## src/rtl/lk_pkg.sv

```systemverilog
package lk_pkg;
  localparam int ARG_W = 8;

  localparam logic [2:0] REG_KEY_LO = 3'd0;
  localparam logic [2:0] REG_KEY_HI = 3'd1;
  localparam logic [2:0] REG_CMD    = 3'd2;
  localparam logic [2:0] REG_MAIN   = 3'd3;
  localparam logic [2:0] REG_LEARN  = 3'd4;
  localparam logic [2:0] REG_AGE    = 3'd5;

  localparam int BIT_SEARCH = 16;
  localparam int BIT_STORE  = 17;
  localparam int BIT_WIPE   = 18;
  localparam int BIT_FETCH  = 19;
  localparam int BIT_STRIP  = 20;

  localparam logic [1:0] LM_INC  = 2'd1;
  localparam logic [1:0] LM_DEC  = 2'd2;
  localparam logic [1:0] LM_ZERO = 2'd3;

  typedef enum logic [2:0] {
    OP_NONE, OP_SEARCH, OP_STORE, OP_WIPE, OP_FETCH, OP_STRIP, OP_CLRALL
  } lkOp_t;

  typedef struct packed {
    logic             doStore;
    logic             doWipe;
    logic             doFetch;
    logic             searchStep;
    logic             stripStep;
    logic             clrStep;
    logic             lastStep;
    logic [ARG_W-1:0] idx;
  } lkStrobe_t;
endpackage

```

## src/rtl/lk_ctrl.sv

```systemverilog
module lk_ctrl
  import lk_pkg::*;
#(
  parameter int ENTRIES = 32
) (
  input  logic        clk,
  input  logic        rstN,
  input  logic        wrEn,
  input  logic [2:0]  wrAddr,
  input  logic [31:0] wrData,
  input  logic        hitNow,
  output logic        busy,
  output logic        wipeActive,
  output lkStrobe_t   stb
);
  localparam int IDX_W = $clog2(ENTRIES);
  localparam logic [IDX_W-1:0] LAST = IDX_W'(ENTRIES - 1);

  lkOp_t           opQ, newOp;
  logic [IDX_W-1:0] idxQ;
  logic            finish;

  always_comb begin
    newOp = OP_NONE;
    if (wrAddr == REG_CMD) begin
      if      (wrData[BIT_SEARCH]) newOp = OP_SEARCH;
      else if (wrData[BIT_STORE])  newOp = OP_STORE;
      else if (wrData[BIT_WIPE])   newOp = OP_WIPE;
      else if (wrData[BIT_FETCH])  newOp = OP_FETCH;
      else if (wrData[BIT_STRIP])  newOp = OP_STRIP;
    end else if (wrAddr == REG_MAIN && wrData[0]) begin
      newOp = OP_CLRALL;
    end
  end

  always_comb begin
    stb = '0;
    stb.doStore    = (opQ == OP_STORE);
    stb.doWipe     = (opQ == OP_WIPE);
    stb.doFetch    = (opQ == OP_FETCH);
    stb.searchStep = (opQ == OP_SEARCH);
    stb.stripStep  = (opQ == OP_STRIP);
    stb.clrStep    = (opQ == OP_CLRALL);
    stb.lastStep   = (idxQ == LAST);
    stb.idx        = ARG_W'(idxQ);
  end

  always_comb begin
    unique case (opQ)
      OP_STORE, OP_WIPE, OP_FETCH: finish = 1'b1;
      OP_SEARCH:                   finish = hitNow || (idxQ == LAST);
      OP_STRIP, OP_CLRALL:         finish = (idxQ == LAST);
      default:                     finish = 1'b0;
    endcase
  end

  always_ff @(posedge clk) begin
    if (!rstN) begin
      opQ  <= OP_NONE;
      idxQ <= '0;
    end else if (opQ == OP_NONE) begin
      if (wrEn && newOp != OP_NONE) begin
        opQ  <= newOp;
        idxQ <= '0;
      end
    end else if (finish) begin
      opQ  <= OP_NONE;
      idxQ <= '0;
    end else begin
      idxQ <= idxQ + 1'b1;
    end
  end

  assign busy       = (opQ != OP_NONE);
  assign wipeActive = (opQ == OP_CLRALL);


  busy_ignore_chk: assert property (@(posedge clk) disable iff (!rstN)
    (busy && wrEn) |=> (opQ == $past(opQ) || opQ == OP_NONE));


  busy_start_chk: assert property (@(posedge clk) disable iff (!rstN)
    $rose(busy) |-> $past(wrEn));


  clr_end_chk: assert property (@(posedge clk) disable iff (!rstN)
    $fell(wipeActive) |-> $past(stb.lastStep));
endmodule

```

## src/rtl/lk_data.sv

```systemverilog
module lk_data
  import lk_pkg::*;
#(
  parameter int ENTRIES = 32,
  parameter int PORTS   = 5,
  parameter int PRIO_W  = 2,
  parameter int AGE_W   = 16
) (
  input  logic                           clk,
  input  logic                           rstN,
  input  logic                           wrEn,
  input  logic [2:0]                     wrAddr,
  input  logic [31:0]                    wrData,
  input  logic                           busy,
  input  lkStrobe_t                      stb,
  output logic                           hitNow,
  output logic [31:0]                    keyLoOut,
  output logic [31:0]                    keyHiOut,
  output logic [ARG_W-1:0]               argField,
  output logic [$clog2(ENTRIES+1)-1:0]   learnCount,
  output logic [AGE_W-1:0]               ageVal,
  output logic                           ageWr
);
  localparam int IDX_W    = $clog2(ENTRIES);
  localparam int CNT_W    = $clog2(ENTRIES + 1);
  localparam int MASK_LSB = 16;
  localparam int PRIO_LSB = MASK_LSB + PORTS;
  localparam int STAT_BIT = PRIO_LSB + PRIO_W;
  localparam int VAL_BIT  = STAT_BIT + 1;

  logic [47:0]       tMac  [ENTRIES];
  logic [PORTS-1:0]  tMask [ENTRIES];
  logic [PRIO_W-1:0] tPrio [ENTRIES];
  logic              tStat [ENTRIES];
  logic              tVal  [ENTRIES];

  logic [31:0]       keyLo, keyHi;
  logic              freeSeen, curFreeSeen, nFreeSeen;
  logic [IDX_W-1:0]  freeIdx, nFreeIdx, scanIdx, argIdx;
  logic [31:0]       entHi, missHi;
  logic [PORTS-1:0]  stripMask;
  logic              idle;

  assign scanIdx   = stb.idx[IDX_W-1:0];
  assign argIdx    = argField[IDX_W-1:0];
  assign stripMask = argField[PORTS-1:0];
  assign idle      = !busy;
  assign hitNow    = tVal[scanIdx] && (tMac[scanIdx] == {keyHi[15:0], keyLo});

  function automatic logic [31:0] packHi(logic [15:0] macHi, logic [PORTS-1:0] m,
                                         logic [PRIO_W-1:0] p, logic s, logic v);
    logic [31:0] h;
    h = '0;
    h[15:0]             = macHi;
    h[MASK_LSB+:PORTS]  = m;
    h[PRIO_LSB+:PRIO_W] = p;
    h[STAT_BIT]         = s;
    h[VAL_BIT]          = v;
    return h;
  endfunction

  always_comb begin
    entHi  = packHi(tMac[stb.doFetch ? argIdx : scanIdx][47:32],
                    tMask[stb.doFetch ? argIdx : scanIdx],
                    tPrio[stb.doFetch ? argIdx : scanIdx],
                    tStat[stb.doFetch ? argIdx : scanIdx],
                    tVal[stb.doFetch ? argIdx : scanIdx]);
    missHi = packHi(keyHi[15:0], '1, '0, 1'b0, 1'b0);
    curFreeSeen = (scanIdx == '0) ? 1'b0 : freeSeen;
    nFreeSeen   = curFreeSeen;
    nFreeIdx    = freeIdx;
    if (!curFreeSeen && !tVal[scanIdx]) begin
      nFreeSeen = 1'b1;
      nFreeIdx  = scanIdx;
    end
  end

  always_ff @(posedge clk) begin
    if (!rstN) begin
      for (int i = 0; i < ENTRIES; i++) begin
        tMac[i] <= '0; tMask[i] <= '0; tPrio[i] <= '0; tStat[i] <= 1'b0; tVal[i] <= 1'b0;
      end
      keyLo <= '0; keyHi <= '0; argField <= '0;
      freeSeen <= 1'b0; freeIdx <= '0;
    end else begin
      if (idle && wrEn) begin
        if (wrAddr == REG_KEY_LO) keyLo <= wrData;
        if (wrAddr == REG_KEY_HI) keyHi <= wrData;
        if (wrAddr == REG_CMD)    argField <= wrData[ARG_W-1:0];
      end
      if (stb.doStore) begin
        tMac[argIdx]  <= {keyHi[15:0], keyLo};
        tMask[argIdx] <= keyHi[MASK_LSB+:PORTS];
        tPrio[argIdx] <= keyHi[PRIO_LSB+:PRIO_W];
        tStat[argIdx] <= keyHi[STAT_BIT];
        tVal[argIdx]  <= keyHi[VAL_BIT];
      end
      if (stb.doWipe) begin
        tMac[argIdx] <= '0; tMask[argIdx] <= '0; tPrio[argIdx] <= '0;
        tStat[argIdx] <= 1'b0; tVal[argIdx] <= 1'b0;
      end
      if (stb.clrStep) begin
        tMac[scanIdx] <= '0; tMask[scanIdx] <= '0; tPrio[scanIdx] <= '0;
        tStat[scanIdx] <= 1'b0; tVal[scanIdx] <= 1'b0;
      end
      if (stb.doFetch) begin
        keyLo <= tMac[argIdx][31:0];
        keyHi <= entHi;
      end
      if (stb.stripStep && tVal[scanIdx]) begin
        tMask[scanIdx] <= tMask[scanIdx] & ~stripMask;
        if ((tMask[scanIdx] & ~stripMask) == '0) tVal[scanIdx] <= 1'b0;
      end
      if (stb.searchStep) begin
        freeSeen <= nFreeSeen;
        freeIdx  <= nFreeIdx;
        if (hitNow) begin
          keyHi    <= entHi;
          argField <= ARG_W'(scanIdx);
        end else if (stb.lastStep) begin
          keyHi    <= missHi;
          argField <= nFreeSeen ? ARG_W'(nFreeIdx) : '0;
        end
      end
    end
  end

  always_ff @(posedge clk) begin
    if (!rstN) begin
      learnCount <= '0;
      ageVal     <= '0;
    end else if (wrEn) begin
      if (wrAddr == REG_AGE) ageVal <= wrData[AGE_W-1:0];
      if (wrAddr == REG_LEARN) begin
        unique case (wrData[1:0])
          LM_INC:  if (learnCount < CNT_W'(ENTRIES)) learnCount <= learnCount + 1'b1;
          LM_DEC:  if (learnCount != '0) learnCount <= learnCount - 1'b1;
          LM_ZERO: learnCount <= '0;
          default: ;
        endcase
      end
    end
  end

  assign ageWr    = wrEn && (wrAddr == REG_AGE);
  assign keyLoOut = keyLo;
  assign keyHiOut = keyHi;


  cnt_bound_chk: assert property (@(posedge clk) disable iff (!rstN)
    learnCount <= CNT_W'(ENTRIES));


  miss_image_chk: assert property (@(posedge clk) disable iff (!rstN)
    (stb.searchStep && stb.lastStep && !hitNow) |=>
      (keyHi[MASK_LSB+:PORTS] == '1 && !keyHi[VAL_BIT] && !keyHi[STAT_BIT]));


  clr_entry_chk: assert property (@(posedge clk) disable iff (!rstN)
    stb.clrStep |=> !tVal[$past(scanIdx)]);


  wipe_entry_chk: assert property (@(posedge clk) disable iff (!rstN)
    stb.doWipe |=> !tVal[$past(argIdx)]);
endmodule

```

## src/rtl/lk_age_timer.sv

```systemverilog
module lk_age_timer #(
  parameter int ENTRIES   = 32,
  parameter int TICK_UNIT = 1024,
  parameter int AGE_W     = 16
) (
  input  logic             clk,
  input  logic             rstN,
  input  logic [AGE_W-1:0] ageVal,
  input  logic             ageWr,
  output logic             ageTick
);
  localparam int SUB_LIM = TICK_UNIT * ENTRIES;
  localparam int SUB_W   = $clog2(SUB_LIM);

  logic [SUB_W-1:0] subCnt;
  logic [AGE_W-1:0] unitCnt;

  always_ff @(posedge clk) begin
    if (!rstN || ageWr || ageVal == '0) begin
      subCnt  <= '0;
      unitCnt <= '0;
      ageTick <= 1'b0;
    end else if (subCnt == SUB_W'(SUB_LIM - 1)) begin
      subCnt <= '0;
      if (unitCnt == ageVal - 1'b1) begin
        unitCnt <= '0;
        ageTick <= 1'b1;
      end else begin
        unitCnt <= unitCnt + 1'b1;
        ageTick <= 1'b0;
      end
    end else begin
      subCnt  <= subCnt + 1'b1;
      ageTick <= 1'b0;
    end
  end


  tick_enabled_chk: assert property (@(posedge clk) disable iff (!rstN)
    ageTick |-> (ageVal != '0 && !$past(ageWr)));
endmodule

```

## src/rtl/lk_engine.sv

```systemverilog
module lk_engine
  import lk_pkg::*;
#(
  parameter int ENTRIES   = 32,
  parameter int PORTS     = 5,
  parameter int PRIO_W    = 2,
  parameter int AGE_W     = 16,
  parameter int TICK_UNIT = 1024
) (
  input  logic                               clk,
  input  logic                               rstN,
  input  logic                               wrEn,
  input  logic [2:0]                         wrAddr,
  input  logic [31:0]                        wrData,
  output logic [31:0]                        cmdStatus,
  output logic [31:0]                        keyLoOut,
  output logic [31:0]                        keyHiOut,
  output logic [$clog2(ENTRIES+1)-1:0]       learnCount,
  output logic                               wipeActive,
  output logic                               ageTick
);
  lkStrobe_t        stb;
  logic             busy, hitNow, ageWr;
  logic [ARG_W-1:0] argField;
  logic [AGE_W-1:0] ageVal;

  lk_ctrl #(.ENTRIES(ENTRIES)) uCtrl (
    .clk(clk), .rstN(rstN), .wrEn(wrEn), .wrAddr(wrAddr), .wrData(wrData),
    .hitNow(hitNow), .busy(busy), .wipeActive(wipeActive), .stb(stb)
  );

  lk_data #(.ENTRIES(ENTRIES), .PORTS(PORTS), .PRIO_W(PRIO_W), .AGE_W(AGE_W)) uData (
    .clk(clk), .rstN(rstN), .wrEn(wrEn), .wrAddr(wrAddr), .wrData(wrData),
    .busy(busy), .stb(stb), .hitNow(hitNow), .keyLoOut(keyLoOut), .keyHiOut(keyHiOut),
    .argField(argField), .learnCount(learnCount), .ageVal(ageVal), .ageWr(ageWr)
  );

  lk_age_timer #(.ENTRIES(ENTRIES), .TICK_UNIT(TICK_UNIT), .AGE_W(AGE_W)) uAge (
    .clk(clk), .rstN(rstN), .ageVal(ageVal), .ageWr(ageWr), .ageTick(ageTick)
  );

  assign cmdStatus = {busy, {(31-ARG_W){1'b0}}, argField};
endmodule

```

## config.mk

```make
export PLATFORM = sky130hd
export DESIGN_NAME = lk_engine
export DESIGN_NICKNAME = d
export VERILOG_FILES = /design/src/rtl/lk_pkg.sv /design/src/rtl/lk_ctrl.sv /design/src/rtl/lk_data.sv /design/src/rtl/lk_age_timer.sv /design/src/rtl/lk_engine.sv
export SDC_FILE = /design/constraint.sdc
export NUM_CORES = 2
export LEC_CHECK = 0
export BUFFER_PORTS_ARGS = -buffer_cell sky130_fd_sc_hd__buf_4
export CAP_MARGIN = 15
export CORE_MARGIN = 1
export CORE_UTILIZATION = 31
export DETAILED_ROUTE_END_ITERATION = 10
export PLACE_DENSITY = 0.55
export SKIP_CTS_REPAIR_TIMING = 1
export SLEW_MARGIN = 20
export SYNTH_ARGS = -nofsm -noshare
export SYNTH_HDL_FRONTEND = slang
export SYNTH_SLANG_ARGS = --single-unit
```

## constraint.sdc

```tcl
create_clock -name clk -period 5.32 [get_ports clk]
set_input_delay 0.798 -clock clk [delete_from_list [all_inputs] [get_ports clk]]
set_output_delay 0.798 -clock clk [all_outputs]
set_load 0.02 [all_outputs]
```

# Yosys cells after proc, flatten, opt, wreduce, memory -nomap -nowiden
# Memory sizes are Yosys's and may differ from the RTL's. A register that Yosys moved wholly into a read port is not among the register bits.
# Cells that the tools add are included.
[totals]
register_bits = 140
latch_bits = 0
mem_bits_rw = 1824
rom_bits = 0
input_bits = 38
out_inout_bits = 104
elab_cells = 200
n_memories = 5
[classes]
add_sub_neg = 6
n_mul = 0
div_mod_pow = 0
order_cmp = 1
n_eq_ne = 22
shifts = 0
muxes = 99
bitwise_logic = 10
n_reduce_logical = 44
[mem_list]
columns = ["memory", "depth", "width", "rd", "rd_clocked_by_memory_dff", "write_ports", "line_no", "text"]
rows = [
  ["uData.tMac", 32, 48, 3, 2, 32, "lk_data.sv:31", "logic [47:0] tMac [ENTRIES];"],
  ["uData.tMask", 32, 5, 2, 1, 32, "lk_data.sv:32", "logic [PORTS-1:0] tMask [ENTRIES];"],
  ["uData.tPrio", 32, 2, 1, 0, 32, "lk_data.sv:33", "logic [PRIO_W-1:0] tPrio [ENTRIES];"],
  ["uData.tStat", 32, 1, 1, 0, 32, "lk_data.sv:34", "logic tStat [ENTRIES];"],
  ["uData.tVal", 32, 1, 2, 1, 32, "lk_data.sv:35", "logic tVal [ENTRIES];"],
]
[ops]
columns = ["cell", "n"]
rows = [
  ["two-way mux 32 bit", 9],
  ["two-way mux 48 bit", 3],
  ["two-way mux 5 bit", 27],
  ["OR reduction 48 bit", 2],
  ["equality test 48 bit", 1],
  ["two-way mux 8 bit", 5],
  ["two-way mux 1 bit", 37],
  ["two-way mux 3 bit", 10],
  ["one-hot mux 6 bit (3 select lines)", 1],
  ["adder 16 x 1 -> 16 bit (second input constant)", 1],
  ["equality test 16 bit", 1],
  ["logical NOT 16 bit", 1],
  ["two-way mux 16 bit", 1],
  ["subtractor 16 x 1 -> 16 bit (second input constant)", 1],
  ["adder 15 x 1 -> 15 bit (second input constant)", 1],
  ["equality test 15 bit (second input constant)", 1],
  ["equality test 3 bit (second input constant)", 5],
  ["equality test 3 x 2 -> 1 bit (second input constant)", 4],
  ["two-way mux 6 bit", 2],
  ["logical NOT 5 bit", 2],
  ["OR reduction 2 bit", 5],
  ["OR reduction 5 bit", 2],
  ["nonzero test 3 bit", 3],
  ["logical AND 1 bit", 7],
  ["other kinds (26)", 50],
]

# Longest topological paths before layout
[depth]
ltp_word = 12
mapped_depth = 21
mapped_depth_nobuf = 12

# Cells and area by module
# Synthesis repeated with hierarchy kept, for this count alone.
[hier_totals]
cells_unflattened = 12080
hier_area_um2 = 103824.6
[modules_own_cells]
columns = ["mod", "instances", "cells_per_inst", "area_each_um2", "seq_area_each_um2"]
rows = [
  ["lk_data", 1, 11745, 101127.0, 40118.5],
  ["lk_age_timer", 1, 244, 1941.9, 640.6],
  ["lk_ctrl", 1, 66, 571.8, 160.2],
  ["lk_engine", 1, 25, 183.9, 0.0],
]

# Worst setup path after synthesis
# OpenSTA, ideal clock, no wires.
[synth_path]
path_kind = "input to register"
start = "input rstN"
end = "memory uData.tMac[28][0] (enable)"
setup_ns = 0.596
arrival_time_ns = 3.396
required_time_ns = 4.724
path_slack_ns = 1.328
path_stages = 8
path_buffers = 3
cell_sequence = "clkbuf_1 nand4b_1 clkbuf_1 a31oi_1 nor2_1 nand2_1 clkbuf_1 nand2_1"
[synth_lines]
columns = ["element", "line_no", "text"]
rows = [
  ["start: declaration", "lk_engine.sv:11", "input logic rstN,"],
  ["end: declaration", "lk_data.sv:31", ""],
]

==> results_dict.tcl <==
set metrics [dict create \
    pwr-share-clk_pct 43.9 \
    io_pins 142 \
    vias_per_cell 6.182 \
    ctsRootBufferMaster "clkbuf_16" \
    synthFlopType "edfxtp_1" \
    period_share_pct 101.9 \
    layout_common_cells "1,952 x nor2_1, 1,760 x edfxtp_1, 873 x mux4_2, 438 x nand2_1, 405 x buf_4" \
    portBuffers 118 \
    holdWs_ps 158.9 \
    die_area_um2 325900 \
    synth_area_per_cell_um2 13.25 \
    grt_antenna_before_repair 22 \
    peakVddDrop_uv 309.2 \
    p_int_mw 26.78 \
    dp_hpwl_um 255500 \
    totalWireLength_um 430800 \
    violations "setup timing" \
    grt.overflow.total 0 \
    final_nets 7597 \
    period_minus_slack_ps 5422 \
    p_total_mw 35.13 \
    required_ps 6140 \
    vias 74450 \
    status "complete, but fails checks" \
    syn_area_um2 100300 \
    drt_first_pass_iters 9 \
    hp-class "input pin to flop" \
    grt_setup_unrepaired "no" \
    clk_pin_slew_worst_paths_ps 60 \
    synth_cell_type_count 78 \
    yosysTopAreaCell "edfxtp_1" \
    yosysWarnings 0 \
    async_flop_share_pct 0 \
    drt-initial-drc-count 12640 \
    avgRoutedWirePerCell_um 35.77 \
    cts_tree "done" \
    switching_share_pct 23.78 \
    drive_above_1_share_pct 24.14 \
    pre_cts_ws_ps -59.98 \
    setup_viol 20 \
    htreeDepth 4 \
    gp_congestion 0.9082 \
    dp_cells 11630 \
    chipWidth_um 570.9 \
    hold_viol 0 \
    stdcell_count 12040 \
    critPathMaxFanout 43 \
    leakage_nw 36.54 \
    area_delta_synth_final_pct 14.89 \
    worst_slew_pin_slew_ps 1418 \
    grt_max_degree 119 \
    finClkSkew_ps 61.79 \
    timing.final.ws_setup_ps -102.5 \
    grt_use_total_pct 25.79 \
    initial_core_util_pct 31.22 \
    startpoint_type "flop" \
    synth-edff-count 1760 \
    design.core.area_um2 321400 \
    power_frac_comb_pct 6.0 \
    seqPwrFrac_pct 50.0 \
    grt_pass1_wl_um 585100 \
    drv_cap 0 \
    rows 208 \
    clockBufferDepth 3 \
    synth-seq-cells 1969 \
    yosysSeqAreaShare_pct 56.85 \
    clock_sinks 1969 \
    synth_top_area_share_pct 52.68 \
    netlist_top_cells_area "edfxtp_1 53%, mux4_2 20%, nor2_1 7.3%, dfxtp_1 4.2%, mux2i_1 2.8%" \
    grt_pass1_vias 71280 \
    final_common_cell "nor2_1" \
    power_density_nw_per_um2 304.8 \
    relSlewSlack_pct 5.122 \
    die_y_um 570.9 \
    drcViolationCount 0 \
    slew_viol_final 0 \
    worstSetupPathType "flop to flop" \
    fin_setup_tns_ps -1053 \
    p_switching_mw 8.353 \
    postSynthCellCount 7574 \
    clk_latency_ps 910 \
    max_freq_mhz 184.4 \
    drtAntennaViolNets 0 \
    cts-buffers-inserted 216 \
    cp-end-kind "flop" \
    critPathArrivalTime_ps 6240 \
]
## cells by family after synthesis
kind of cell	after synthesis	synth area share, %
buffers and inverters	779	3.443
AND/OR/NAND/NOR	2924	11.90
other	1	0.003738
XOR/XNOR	88	0.7682
multiplexers	1180	22.70
flip-flops	1969	56.85
adder cells (fa/ha/maj)	12	0.1571
AO/OA/AOI/OAI	621	4.180
## area by class of cell
type | count | area [um^2]
Inverter | 16 | 60.06
Clock buffer | 279 | 5858
Sequential cell | 1969 | 57070
Timing Repair Buffer | 496 | 4902
Multi-Input combinational cell | 4848 | 40670
Fill cell | 30520 | 206100
Tap cell | 4305 | 5386
Clock inverter | 123 | 1297
Antenna cell | 7 | 17.52
## worst max-delay path, stage by stage (launching register included)
cell and delay, ps:
dfxtp_4 580, buf_12 370, nand2_1 410, nor2_1 440
buf_4 220, a221oi_1 80, nand3_1 220, xor2_1 260
nor4_4 440, buf_4 250, nand4_1 310, nor4_4 620
buf_4 260, buf_4 220, nand2b_1 220, buf_4 180
o221a_2 180
## power by group through the flow
| stage | logic [mW] | registers (mW) | clock network (mW) |
|---|---|---|---|
| after floorplan | 1.07 | 17.8 | 0 |
| after global placement | 2.04 | 17.8 | 0 |
| after detailed placement | 2.04 | 17.9 | 0 |
| after CTS | 2.05 | 17.6 | 15.5 |
| after global routing | 2.15 | 17.6 | 16.0 |
| final | 2.12 | 17.6 | 15.4 |
## metal layers
metal	track usage, %	share of wire, %	vias to the layer above
met4	14.28	6.6	22
li1	-	-	28460
met1	32.57	36	38320
met3	8.709	14	1380
met2	38.75	44	6273
met5	0	0.037	-
## stage by stage
stage	util, %	area, um^2
floorplan	-	100400
CTS	35.80	115000
detailed placement	33.57	107900
global route	35.86	115200
global placement	33.56	107900
finish	35.86	115300
## worst paths after layout
check / start / to / slack (ps) / depth (start not counted)
setup reg to reg: flop / uData.keyHiOut[2] / -100 / 16
hold / removal: wrData[25] / uData.keyHiOut[25] / 160 / 3
hold reg to reg: uData.tStat[13] / uData.tStat[13] / 470 / 2
setup / recovery: flop / uData.keyHiOut[2] / -100 / 16
## cell usage after synthesis (46+ instances only)
master,count
a21oi_1,112
a22oi_1,105
buf_1,75
buf_2,55
buf_4,58
clkbuf_1,543
dfxtp_1,209
edfxtp_1,1760
mux2i_1,278
mux4_2,873
nand2_1,519
nand3_1,187
nor2_1,1954
nor2b_1,69
o21ai_0,83
o22ai_1,85
xnor2_1,46
## flip-flops by register name (all words and copies together) (netlist names), named ones only
name and flops:
uCtrl.opQ 3, uData.ageVal 16, uData.keyHiOut 32, uData.learnCount 6, uData.tStat 32, uData.keyLoOut 32
uData.tMac 1536, uData.freeIdx 5, uData.tMask 160, uData.argField 8, uData.freeSeen 1, uCtrl.idxQ 5
uData.tPrio 64, uAge.unitCnt 16, uData.tVal 32, uAge.ageTick 1, uAge.subCnt 15
Note: power is estimated with default switching activity, not from simulation.
